### src/rtl/gpio_cmd_pkg.sv
package gpio_cmd_pkg;
  localparam int BYTE_W    = 8;
  localparam int NUM_PORTS = 2;

  typedef logic [BYTE_W-1:0] byte_t;

  typedef enum logic [1:0] {
    ST_OPC  = 2'd0,
    ST_VAL  = 2'd1,
    ST_DIR  = 2'd2,
    ST_RESP = 2'd3
  } dec_state_e;

  // Known opcodes are 0x80..0x83: bit 0 selects get, bit 1 selects the group.
  function automatic logic op_known(byte_t b);
    return b[BYTE_W-1:2] == 6'b100000;
  endfunction

  function automatic logic op_is_get(byte_t b);
    return b[0];
  endfunction

  function automatic logic op_port(byte_t b);
    return b[1];
  endfunction
endpackage

### src/rtl/gpio_pin_sync.sv
module gpio_pin_sync #(
  parameter int WIDTH  = 16,
  parameter int STAGES = 2
) (
  input  logic             clk,
  input  logic             rst_n,
  input  logic [WIDTH-1:0] pins_raw,
  output logic [WIDTH-1:0] pins_sync
);
  logic [WIDTH-1:0] chain_q [STAGES];

  generate
    for (genvar s = 0; s < STAGES; s++) begin : g_stage
      if (s == 0) begin : g_first
        always_ff @(posedge clk) begin
          if (!rst_n) chain_q[0] <= '0;
          else        chain_q[0] <= pins_raw;
        end
      end else begin : g_next
        always_ff @(posedge clk) begin
          if (!rst_n) chain_q[s] <= '0;
          else        chain_q[s] <= chain_q[s-1];
        end
      end
    end
  endgenerate

  assign pins_sync = chain_q[STAGES-1];
endmodule

### src/rtl/gpio_cmd_parser.sv
module gpio_cmd_parser
  import gpio_cmd_pkg::*;
(
  input  logic                              clk,
  input  logic                              rst_n,
  input  logic                              in_valid,
  output logic                              in_ready,
  input  byte_t                             in_data,
  output logic                              out_valid,
  input  logic                              out_ready,
  output byte_t                             out_data,
  input  logic [NUM_PORTS-1:0][BYTE_W-1:0]  pins_sampled,
  output logic [NUM_PORTS-1:0]              commit_vec,
  output byte_t                             commit_val,
  output byte_t                             commit_dir
);
  dec_state_e state_q;
  logic       port_q;
  byte_t      val_q;
  byte_t      resp_q;

  logic byte_take;
  logic take_opc;
  logic take_dir;
  logic resp_done;

  assign in_ready  = (state_q != ST_RESP);
  assign out_valid = (state_q == ST_RESP);
  assign out_data  = resp_q;

  assign byte_take = in_valid && in_ready;
  assign take_opc  = byte_take && (state_q == ST_OPC);
  assign take_dir  = byte_take && (state_q == ST_DIR);
  assign resp_done = out_valid && out_ready;

  always_comb begin
    commit_vec = '0;
    if (take_dir) commit_vec[port_q] = 1'b1;
  end
  assign commit_val = val_q;
  assign commit_dir = in_data;

  always_ff @(posedge clk) begin
    if (!rst_n) begin
      state_q <= ST_OPC;
      port_q  <= 1'b0;
      val_q   <= '0;
      resp_q  <= '0;
    end else begin
      case (state_q)
        ST_OPC: if (take_opc && op_known(in_data)) begin
          port_q <= op_port(in_data);
          if (op_is_get(in_data)) begin
            resp_q  <= pins_sampled[op_port(in_data)];
            state_q <= ST_RESP;
          end else begin
            state_q <= ST_VAL;
          end
        end
        ST_VAL: if (byte_take) begin
          val_q   <= in_data;
          state_q <= ST_DIR;
        end
        ST_DIR: if (take_dir) state_q <= ST_OPC;
        ST_RESP: if (resp_done) state_q <= ST_OPC;
        default: state_q <= ST_OPC;
      endcase
    end
  end

  // an unknown opcode byte leaves the decoder waiting for an opcode with no response.
  assert_drop_unknown_R7: assert property (@(posedge clk) disable iff (!rst_n)
    take_opc && !op_known(in_data) |=> (state_q == ST_OPC) && !out_valid);

  // a pending response byte does not move until taken.
  assert_resp_hold_R6: assert property (@(posedge clk) disable iff (!rst_n)
    out_valid && !out_ready |=> out_valid && $stable(out_data) && !in_ready);

  // one response byte per get command.
  assert_single_resp_R8: assert property (@(posedge clk) disable iff (!rst_n)
    resp_done |=> !out_valid);
endmodule

### src/rtl/gpio_port_bank.sv
module gpio_port_bank
  import gpio_cmd_pkg::*;
(
  input  logic                              clk,
  input  logic                              rst_n,
  input  logic [NUM_PORTS-1:0]              commit_vec,
  input  byte_t                             commit_val,
  input  byte_t                             commit_dir,
  output logic [NUM_PORTS-1:0][BYTE_W-1:0]  drv_val,
  output logic [NUM_PORTS-1:0][BYTE_W-1:0]  drv_oe
);
  generate
    for (genvar p = 0; p < NUM_PORTS; p++) begin : g_port
      always_ff @(posedge clk) begin
        if (!rst_n) begin
          drv_val[p] <= '0;
          drv_oe[p]  <= '0;
        end else if (commit_vec[p]) begin
          drv_val[p] <= commit_val;
          drv_oe[p]  <= commit_dir;
        end
      end

      // no change to a group without a completed set command for it.
      assert_hold_partial_R4: assert property (@(posedge clk) disable iff (!rst_n)
        !commit_vec[p] |=> $stable(drv_val[p]) && $stable(drv_oe[p]));
    end
  endgenerate

  // one group at most is written per completed command.
  assert_one_group_R3: assert property (@(posedge clk) disable iff (!rst_n)
    $onehot0(commit_vec));
endmodule

### src/rtl/gpio_cmd_decoder.sv
module gpio_cmd_decoder
  import gpio_cmd_pkg::*;
#(
  parameter int SYNC_STAGES = 2
) (
  input  logic       clk,
  input  logic       rst_n,
  input  logic       in_valid,
  output logic       in_ready,
  input  logic [7:0] in_data,
  output logic       out_valid,
  input  logic       out_ready,
  output logic [7:0] out_data,
  output logic [7:0] lo_out,
  output logic [7:0] lo_oe,
  input  logic [7:0] lo_in,
  output logic [7:0] hi_out,
  output logic [7:0] hi_oe,
  input  logic [7:0] hi_in
);
  localparam int PIN_W = NUM_PORTS * BYTE_W;

  logic [PIN_W-1:0]                  pins_raw;
  logic [PIN_W-1:0]                  pins_sync;
  logic [NUM_PORTS-1:0][BYTE_W-1:0]  pins_sampled;
  logic [NUM_PORTS-1:0]              commit_vec;
  byte_t                             commit_val;
  byte_t                             commit_dir;
  logic [NUM_PORTS-1:0][BYTE_W-1:0]  drv_val;
  logic [NUM_PORTS-1:0][BYTE_W-1:0]  drv_oe;

  assign pins_raw     = {hi_in, lo_in};
  assign pins_sampled = pins_sync;

  gpio_pin_sync #(.WIDTH(PIN_W), .STAGES(SYNC_STAGES)) u_sync (
    .clk       (clk),
    .rst_n     (rst_n),
    .pins_raw  (pins_raw),
    .pins_sync (pins_sync)
  );

  gpio_cmd_parser u_parser (
    .clk          (clk),
    .rst_n        (rst_n),
    .in_valid     (in_valid),
    .in_ready     (in_ready),
    .in_data      (in_data),
    .out_valid    (out_valid),
    .out_ready    (out_ready),
    .out_data     (out_data),
    .pins_sampled (pins_sampled),
    .commit_vec   (commit_vec),
    .commit_val   (commit_val),
    .commit_dir   (commit_dir)
  );

  gpio_port_bank u_bank (
    .clk        (clk),
    .rst_n      (rst_n),
    .commit_vec (commit_vec),
    .commit_val (commit_val),
    .commit_dir (commit_dir),
    .drv_val    (drv_val),
    .drv_oe     (drv_oe)
  );

  assign lo_out = drv_val[0];
  assign lo_oe  = drv_oe[0];
  assign hi_out = drv_val[1];
  assign hi_oe  = drv_oe[1];

  // a completed low-group command shows its operands on the pins next cycle.
  assert_low_update_R2: assert property (@(posedge clk) disable iff (!rst_n)
    commit_vec[0] |=> (lo_oe == $past(commit_dir)) && (lo_out == $past(commit_val)));
endmodule

### config.mk
export PLATFORM = sky130hd
export DESIGN_NAME = gpio_cmd_decoder
export DESIGN_NICKNAME = d
export VERILOG_FILES = /design/src/rtl/gpio_cmd_pkg.sv /design/src/rtl/gpio_pin_sync.sv /design/src/rtl/gpio_cmd_parser.sv /design/src/rtl/gpio_port_bank.sv /design/src/rtl/gpio_cmd_decoder.sv
export SDC_FILE = /design/constraint.sdc
export NUM_CORES = 1
export LEC_CHECK = 0
export ABC_CLOCK_PERIOD_IN_PS = 1110
export BUFFER_PORTS_ARGS = -buffer_cell sky130_fd_sc_hd__buf_2
export CAP_MARGIN = 10
export CORE_UTILIZATION = 48
export DETAILED_ROUTE_END_ITERATION = 10
export MAX_ROUTING_LAYER = met4
export PLACE_DENSITY = 0.84
export SETUP_SLACK_MARGIN = 0.3
export SLEW_MARGIN = 15
export SYNTH_ARGS = -nofsm -noshare
export SYNTH_HDL_FRONTEND = slang
export SYNTH_SLANG_ARGS = --single-unit
### constraint.sdc
create_clock -name clk -period 1.11 [get_ports clk]
set_input_delay 0.111 -clock clk [delete_from_list [all_inputs] [get_ports clk]]
set_output_delay 0.111 -clock clk [all_outputs]
set_load 0.02 [all_outputs]
## After elaboration in Yosys (flattened, before gate mapping)

Memory sizes are Yosys's and may differ from the RTL's.
Cells that the tools add are included.
W data, S select, Z words.

| operators by class | value |
|---|---|
| multiplexer cells | 15 |
| $lt $le $gt $ge | 3 |
| reductions and logical operators | 11 |
| equal/unequal tests | 9 |
| bitwise logic cells | 2 |

Operator list:

| kind | count |
|---|---|
| $mux W16 | 2 |
| $mux W8 | 2 |
| $mux W2 | 6 |
| $pmux W2 S4 | 1 |
| $eq A6 B6 Y1 const B | 1 |
| $logic_and A1 B1 Y1 | 6 |
| $ne A2 B2 Y1 const B | 3 |
| $eq A2 B2 Y1 const B | 2 |
| $lt A1 B2 Y1 const B | 2 |
| $ne A2 B1 Y1 const B | 2 |
| $reduce_and A2 Y1 | 2 |
| $reduce_and A4 Y1 | 1 |
| $mux W1 | 3 |
| $reduce_and A3 Y1 | 1 |
| $eq A2 B1 Y1 const B | 1 |
| $logic_not A2 Y1 | 1 |
| $or A1 B1 Y1 | 2 |
| $demux W1 S1 | 1 |
| $ge A1 B1 Y1 const B | 1 |

| word-level totals | value |
|---|---|
| memory bits (writable) | 32 |
| memories kept | 1 |
| output and inout bits | 42 |
| logic and storage cells | 49 |
| input bits | 28 |
| register bits after elaboration | 51 |

Memory list:

| memory | words | bits a word | read ports | clocked after memory_dff | wr ports | line | source |
|---|---|---|---|---|---|---|---|
| u_sync.chain_q | 2 | 16 | 2 | 0 | 2 | gpio_pin_sync.sv:10 | `logic [WIDTH-1:0] chain_q [STAGES];` |

## Depth between registers and ports, before layout

Gate-level depths: netlist of run 1.

| depth | value |
|---|---|
| depth in word-level cells | 6 |
| depth in mapped cells | 6 |
| depth with buffers taken out | 3 |

## Hierarchy

Synthesis of run 1 repeated with hierarchy kept, for this count alone.

| unflattened totals | value |
|---|---|
| cells, all modules | 276 |
| area total of the unflattened synthesis | 3136.8 µm² |

By module, submodules not included:

| module | times used | seq. area each (µm²) | area each (µm²) | cells each |
|---|---|---|---|---|
| gpio_port_bank | 1 | 640.6 | 1234.9 | 103 |
| gpio_cmd_parser | 1 | 380.4 | 1006.0 | 106 |
| gpio_pin_sync | 1 | 640.6 | 895.9 | 67 |

## Worst setup path before layout of run 1

No wires, ideal clock.

| timing | value |
|---|---|
| path kind | register to register |
| from | reg u_parser.state_q[1] |
| to | reg u_parser.port_q |
| buffers on the path | 1 |
| slack | -0.105 ns |
| arrival time | 1.144 ns |
| required time | 1.038 ns |
| stages on the path, launching flop included | 5 |
| clock period less this slack | 1.215 ns |
| setup time | 0.072 ns |
| path through | dfxtp_1 buf_6 nor4b_4 and3_2 mux2i_1 |

| between the ends | value |
|---|---|
| longest elaborated chain between the ends | 5 |
| elaborated cells between the ends (all ways) | 6 |
| classes of those cells | eq/ne (1); reduce/logical (5) |

Ends and longest elaborated chain:

| element | line | source |
|---|---|---|
| from (decl) | gpio_cmd_parser.sv:17 | `dec_state_e state_q;` |
| from (signal assigned) | gpio_cmd_parser.sv:45 | `state_q <= ST_OPC;` |
| from (signal assigned) | gpio_cmd_parser.sv:55 | `state_q <= ST_RESP;` |
| from (signal assigned) | gpio_cmd_parser.sv:57 | `state_q <= ST_VAL;` |
| $ne A2 B2 Y1 | gpio_cmd_parser.sv:27 | `assign in_ready = (state_q != ST_RESP);` |
| $logic_and A1 B1 Y1 | gpio_cmd_parser.sv:31 | `assign byte_take = in_valid && in_ready;` |
| $logic_and A1 B1 Y1 | gpio_cmd_parser.sv:32 | `assign take_opc = byte_take && (state_q == ST_OPC);` |
| $logic_and A1 B1 Y1 | gpio_cmd_parser.sv:51 | `ST_OPC: if (take_opc && op_known(in_data)) begin` |
| $reduce_and A2 Y1 (no source line) * | -- |  |
| to (signal assigned) | gpio_cmd_parser.sv:52 | `port_q <= op_port(in_data);` |
| to (decl) | gpio_cmd_parser.sv:18 | `logic port_q;` |

Every way passes the cells marked *; elsewhere a longest branch is shown, timed or not.
A chain may end at the register's enable or synchronous reset.

## Worst setup path after layout of run 1

| timing | value |
|---|---|
| from | reg u_parser.state_q[0] |
| to | reg u_bank.drv_oe[13] in the netlist's numbering |

| between the ends | value |
|---|---|
| longest elaborated chain between the ends | 4 |
| elaborated cells between the ends (all ways) | 5 |
| classes of those cells | eq/ne (2); mux (1); reduce/logical (2) |

Ends and longest elaborated chain:

| element | line | source |
|---|---|---|
| $ne A2 B2 Y1 | gpio_cmd_parser.sv:27 |  |
| $logic_and A1 B1 Y1 | gpio_cmd_parser.sv:31 |  |
| $logic_and A1 B1 Y1 * | gpio_cmd_parser.sv:33 | `assign take_dir = byte_take && (state_q == ST_DIR);` |
| $mux W2 * | gpio_cmd_parser.sv:38 | `if (take_dir) commit_vec[port_q] = 1'b1;` |
| to (signal, indexed assignment) | gpio_port_bank.sv:20 | `drv_oe[p] <= commit_dir;` |
| to (decl) | gpio_port_bank.sv:10 | `output logic [NUM_PORTS-1:0][BYTE_W-1:0] drv_oe` |

Marks and branches as above.

==> results of run 1 <==
-- how the worst min path moves through the flow --
stage | from | end | slack (ns)
final | in_data[6] | u_bank.drv_oe[6] | 0.04
after global routing | in_data[2] | u_bank.drv_oe[2] | 0.02
after CTS | in_data[2] | u_bank.drv_oe[10] | 0.009
after detailed placement | hi_in[2] | u_sync.chain_q[0][10] | 0.32
after global placement | lo_in[3] | u_sync.chain_q[0][3] | 0.32
after floorplan | lo_in[0] | u_sync.chain_q[0][0] | 0.24
-- registers in the layout, summed over array words and instances (netlist names) --
name / flops
u_sync.chain_q: 32
u_parser.port_q: 1
u_parser.commit_val: 8
u_bank.drv_val: 16
u_parser.out_data: 8
u_bank.drv_oe: 16
u_parser.state_q: 2
-- cells in the final DEF (no fill, tap or decap), types with 2 or more instances in the layout --
cell,synthesis,layout
nand2_4,0,7
buf_2,6,27
inv_6,0,3
dfxtp_1,83,41
a21boi_1,15,21
mux2i_1,20,19
nor2b_1,8,8
mux2_2,9,9
inv_8,0,2
nand2_2,0,8
buf_4,3,25
dfxtp_4,0,2
buf_6,3,54
clkbuf_8,0,9
and2_1,33,33
nand2_1,83,68
a21boi_2,0,11
dlygate4sd3_1,0,17
dfxtp_2,0,40
-- worst reg2reg max path: cells and delay by family (launching register included) --
| family | cells | cell delay (ns) |
|---|---|---|
| and+or+nand+nor | 2 | 0.37 |
| buffers and inverters | 2 | 0.28 |
| DFF | 1 | 0.38 |
| AOI/OAI and AO/OA | 1 | 0.13 |
-- final cells by class --
cell class	count	area [um^2]	area share
well taps	75	93.84	0.02082
multi-input cells	198	1373	0.3045
clock buffers	9	123.9	0.02748
repair buffers	124	1121	0.2487
clock inverters	7	73.82	0.01638
flip-flops and latches	83	1719	0.3813
inverters	1	3.754	0.0008326
-- power groups by stage --
stage | clock [mW] | sequential, mW | combinational [mW]
after floorplan | 0 | 3.11 | 0.142
after global placement | 0 | 3.11 | 0.231
after detailed placement | 0 | 3.11 | 0.235
after CTS | 2.16 | 3.04 | 0.284
after global routing | 2.32 | 3.04 | 0.325
final | 2.11 | 3.04 | 0.300
-- cell families after synthesis --
family / count (synthesis) / synth area share
compound gates: 34 / 0.08477
buf+inv: 23 / 0.04238
flops: 83 / 0.5465
mux: 29 / 0.09918
simple gates: 135 / 0.2272
-- metrics by stage --
step / setup TNS, ns / setup WS, ns / hold WS (ns)
6_report: -2.895 / -0.1093 / 0.03623
5_1_grt: -5.660 / -0.1948 / 0.01782
4_1_cts: -1.745 / -0.06897 / 0.008868
3_5_place_dp: -0.6554 / -0.05376 / 0.3191
3_3_place_gp: -0.1707 / -0.01999 / 0.3182
2_1_floorplan: -0.6351 / -0.03550 / 0.2383
-- what timing repair did --
item,in CTS,in global routing
hold buffers,17,0
endpoints found under the hold margin,17,0
pin swaps,17,18
gates resized for setup,136,40
setup buffers,13,10
cloned,0,0
endpoints found under the setup margin,93,93
-- per-layer routing --
| layer | wire length, um | vias up | part of all wire | GRT usage |
|---|---|---|---|---|
| met1 | 2739 | 1149 | 0.40 | 0.2286 |
| met5 | 0 | - | 0 | - |
| met4 | 114 | 0 | 0.016 | 0.08947 |
| li1 | - | 1205 | - | - |
| met3 | 387 | 15 | 0.056 | 0.07111 |
| met2 | 3670 | 82 | 0.53 | 0.3950 |
==> metrics.md, run 1 <==
| Metric | Value |
|---|---|
| Vias in the first global route | `2380` |
| First-pass GRT wire length | `10610 um` |
| Post-Synthesis Cells | `304` |
| Most used cell, CP | `buf_6` |
| Post-route design area | `4508 um^2` |
| R2R Path End | `u_bank.drv_oe[13]` |
| CORE AREA | `6026 um^2` |
| Die area | `6656 um^2` |
| Synth top area share | `0.5465` |
| Tot Pwr | `5.447 mW` |
| Register area share after synthesis | `0.5465` |
| Finished Layout Cells | `497` |
| Routed Antenna Nets | `0` |
| Violated checks | `negative setup slack` |
| LEAKAGE | `2.032 nW` |
| Final #Nets | `445` |
| Top Ports | `70` |
| Flop pwr share | `0.557` |
| Critical Path AT | `1.50 ns` |
| Area contributors post-synth | `dfxtp_1 (55%), nand2_1 (10%), and2_1 (6.8%)` |
| CP startpoint | `u_parser.state_q[0]` |
| Max cap viols | `0` |
| IO buf count | `69` |
| First DRT Iteration DRCs | `116` |
| H-tree level count | `3` |
| Detailed Place HPWL | `4029 um` |
| Wire length per cell | `13.91 um` |
| Worst VDD drop | `1.122 mV` |
| Worst-path cell chain | `buf_6, and4b_2, buf_6, nand2_1, a21boi_1` |
| Hold path cells | `3` |
| CP required | `1.39 ns` |
| Util after Layout | `0.7481` |
| Global route total overflow | `0` |
| Clock transition at path regs | `0.09 ns` |
| Worst slew margin | `0.7891` |
| Clock Latency Late Sink | `0.36 ns` |
| Status | `finished with violations` |
| Largest net degree at the start of global routing | `63` |
| Critical path endpoint | `u_bank.drv_oe[13]` |
| Clk_skew | `0.009998 ns` |
| Die H | `81.59 um` |
| Final worst-path cycle share | `1.098` |
| R2r setup slk | `-0.11 ns` |
| Post-synth ARST share | `0` |
| Critical Path Source Type | `flip-flop` |
| Setup ws final | `-0.1093 ns` |
| Synth Net Count | `332` |
| Final setup vio count | `53` |
| Critical Path Fanout Max | `8` |
| Seq cells post-synth | `83` |
| CTS tree | `yes` |
| FMAX | `820.1 MHz` |
| Kind of critical path | `reg2reg` |
| Sw Pwr | `1.359 mW` |
| Synth Cell Area | `3040 um^2` |
| CTS root buf | `clkbuf_8` |
| Chip width | `81.59 um` |
| Maximum clock insertion buffer count | `2` |
| Worst r2r path cells | `5` |
| Worst path bufs/invs | `2` |
| Setup crit end kind | `flip-flop` |
| Ys flop type | `dfxtp_1` |
| Initial antenna violation count | `0` |
| DRC viols | `0` |
| FILL cells | `368` |
| Share of power burned in the clock network | `0.388` |
| Post-synth top cells | `dfxtp_1 (83), nand2_1 (83), and2_1 (33)` |
| GP Congestion | `0.7936` |
| Synth Warn # | `0` |
| Num CTS Buffers | `9` |
| Comb pwr share | `0.055` |
| Switching Share | `0.2496` |
| Placed inst area | `3485 um^2` |
| EDFF count, synth | `0` |
| Final Max Slew Viols | `0` |
| Synth cell types | `27` |
| RSZ-0062 raised after global routing | `true` |
| Placed insts | `441` |
| Ant. Diodes | `0` |
| Clock sink count | `83` |
| Slowest stage delay, CP | `0.38 ns` |
| Internal | `4.088 mW` |
| Fin crit period | `1.219 ns` |
| Total number of vias | `2451` |
| Site row count | `28` |
| Routed vias/inst | `4.932` |
| HP Class | `in2reg` |
| Cell taking the most area after synthesis | `dfxtp_1` |
| Starting Density | `0.5046` |
| Mapped Avg Cell Area | `10.00 um^2` |
| Least-Margin Pin Slew | `0.3152 ns` |
| Cell family with most CP delay | `flip-flops` |
| Layout cells sized above 1 | `0.4905` |
| GRT Total Usage | `0.2234` |
| Synth-to-layout area growth | `48.27%` |
| Launching point of the worst reg2reg path | `u_parser.state_q[0]` |
| Worst path depth | `5` |
| Drt total wl | `6912 um` |
| Hold Vio Cnt, Final | `0` |
| Total iterations of the first detailed-routing run | `4` |
| Slowest CP cell | `dfxtp_4` |
| Pwr Density | `1208 nW/um^2` |
Power figures use the tool's default switching activity.
==> inputs of run 2 (changes only) <==
--- a/config.mk
+++ b/config.mk
@@ -10,7 +10,6 @@
 export CAP_MARGIN = 10
 export CORE_UTILIZATION = 48
 export DETAILED_ROUTE_END_ITERATION = 10
-export MAX_ROUTING_LAYER = met4
 export PLACE_DENSITY = 0.84
 export SETUP_SLACK_MARGIN = 0.3
 export SLEW_MARGIN = 15
==> metrics.md, run 2 (same netlist as run 1, synthesis figures left out) <==
| Metric | Value |
|---|---|
| Status | `finished with violations` |
| Violated checks | `negative setup slack` |
| Launching point of the worst reg2reg path | `u_parser.state_q[0]` |
| Site row count | `28` |
| Total number of vias | `2443` |
| First-pass GRT wire length | `10630 um` |
| CORE AREA | `6026 um^2` |
| Max FFs per register | `32` |
| Worst VDD drop | `1.120 mV` |
| R2r setup slk | `-0.12 ns` |
| DRC viols | `0` |
| Vias in the first global route | `2372` |
| Slowest CP cell | `dfxtp_4` |
| Die H | `81.59 um` |
| Util after Layout | `0.7481` |
| Hold Vio Cnt, Final | `0` |
| Internal | `4.088 mW` |
| Num CTS Buffers | `9` |
| R2R Path End | `u_bank.drv_oe[13]` |
| Post-route design area | `4508 um^2` |
| Max cap viols | `0` |
| Critical Path AT | `1.51 ns` |
| CTS tree | `yes` |
| GP Congestion | `0.7828` |
| Initial antenna violation count | `0` |
| Most common cell after layout, fill and taps aside | `nand2_1` |
| Clk_skew | `0.01125 ns` |
| Routed vias/inst | `4.915` |
| Wire length per cell | `13.96 um` |
| Largest Register | `u_sync.chain_q` |
| Share of power burned in the clock network | `0.387` |
| Setup crit end kind | `flip-flop` |
| HP Class | `in2reg` |
| Chip width | `81.59 um` |
| Slowest stage delay, CP | `0.38 ns` |
| Worst slew margin | `0.7892` |
| Largest net degree at the start of global routing | `63` |
| FILL cells | `368` |
| Starting Density | `0.5046` |
| Detailed Place HPWL | `4029 um` |
| CTS root buf | `clkbuf_8` |
| LEAKAGE | `2.032 nW` |
| Global route total overflow | `0` |
| Clock sink count | `83` |
| Final setup vio count | `53` |
| Top Registers | `u_sync.chain_q (32), u_bank.drv_oe (16), u_bank.drv_val (16)` |
| Fin crit period | `1.225 ns` |
| Routed Antenna Nets | `0` |
| Layout cells sized above 1 | `0.4905` |
| Synth-to-layout area growth | `48.27%` |
| Final worst-path cycle share | `1.104` |
| Footprint of the multi-input gates | `1373 um^2` |
| Tot Pwr | `5.445 mW` |
| Drt total wl | `6937 um` |
| Worst-path cell chain | `buf_6, and4b_2, buf_6, nand2_1, a21boi_1` |
| Setup ws final | `-0.1152 ns` |
| Critical Path Source Type | `flip-flop` |
| First DRT Iteration DRCs | `111` |
| Die area | `6656 um^2` |
| Maximum clock insertion buffer count | `2` |
| Critical path endpoint | `u_bank.drv_oe[13]` |
| Kind of critical path | `reg2reg` |
| CP startpoint | `u_parser.state_q[0]` |
| Most used cell, CP | `buf_6` |
| Placed inst area | `3485 um^2` |
| Pwr Density | `1208 nW/um^2` |
| GRT Total Usage | `0.2175` |
| H-tree level count | `3` |
| Comb pwr share | `0.055` |
| Clock Latency Late Sink | `0.36 ns` |
| Least-Margin Pin Slew | `0.3150 ns` |
| Top Ports | `70` |
| RSZ-0062 raised after global routing | `true` |
| Sw Pwr | `1.358 mW` |
| Clock transition at path regs | `0.10 ns` |
| Flop pwr share | `0.557` |
| Ant. Diodes | `0` |
| Most frequent cells in the layout | `nand2_1 (68), buf_6 (54), dfxtp_1 (41)` |
| FMAX | `816.2 MHz` |
| Final Max Slew Viols | `0` |
| Total iterations of the first detailed-routing run | `4` |
| CP required | `1.39 ns` |
| IO buf count | `69` |
| Critical Path Fanout Max | `8` |
| Switching Share | `0.2494` |
| Final #Nets | `445` |
| Worst hold slack | `0.03274 ns` |
| Register Area | `1719 um^2` |
| Worst r2r path cells | `5` |
[run 2: cell counts in the layout (fill, tap and decap cells not counted)]
No cell type changed its count.
[run 2: timing repair]
item | CTS | global route
gates resized for setup | 136 | 40
endpoints found under the hold margin | 17 | 0
hold buffers | 17 | 0
buffers inserted | 13 | 10
pin swaps | 17 | 18
endpoints found under the setup margin | 93 | 93
[run 2: worst min path at each step]
stage	startpoint	end	slack [ns]	cells past startpoint
4_1_cts	in_data[2]	u_bank.drv_oe[10]	0.009	3
3_3_place_gp	lo_in[3]	u_sync.chain_q[0][3]	0.32	2
2_1_floorplan	lo_in[0]	u_sync.chain_q[0][0]	0.24	1
6_report	in_data[2]	u_bank.drv_oe[2]	0.03	3
5_1_grt	in_data[2]	u_bank.drv_oe[2]	0.02	3
3_5_place_dp	hi_in[2]	u_sync.chain_q[0][10]	0.32	2
[run 2: final cells by class]
class | instances | share of cell area
flip-flops and latches | 83 | 0.3813
multi-input cells | 198 | 0.3045
repair buffers | 124 | 0.2487
clock buffers | 9 | 0.02748
well taps | 75 | 0.02082
clock inverters | 7 | 0.01638
inverters | 1 | 0.0008326
[run 2: stage by stage]
stage	instances	setup WS [ns]	TNS [ns]
after floorplan	304	-0.03550	-0.6351
after global placement	441	-0.01999	-0.1707
after detailed placement	441	-0.05376	-0.6554
after CTS	487	-0.06897	-1.745
after global routing	497	-0.1948	-5.678
final	497	-0.1152	-2.963
[run 2: power by group through the flow]
stage          Combinational, mW  Clock (mW)  Sequential, mW
6_report                   0.300        2.11            3.04
4_1_cts                    0.284        2.16            3.04
2_1_floorplan              0.142           0            3.11
5_1_grt                    0.325        2.32            3.04
3_3_place_gp               0.231           0            3.11
3_5_place_dp               0.235           0            3.11
[run 2: worst max-delay path, delay by kind of cell (launching register included)]
family / cells / cell delay, ns
simple gates: 2 / 0.37
flops: 1 / 0.38
buf+inv: 2 / 0.28
compound gates: 1 / 0.13
[run 2: metal layers]
| layer | global-route usage | vias to the layer above | routed length, um |
|---|---|---|---|
| li1 | - | 1205 | - |
| met1 | 0.2279 | 1152 | 2770 |
| met2 | 0.3942 | 73 | 3674 |
| met3 | 0.07556 | 13 | 386 |
| met4 | 0.08947 | 0 | 106 |
| met5 | 0 | - | 0 |
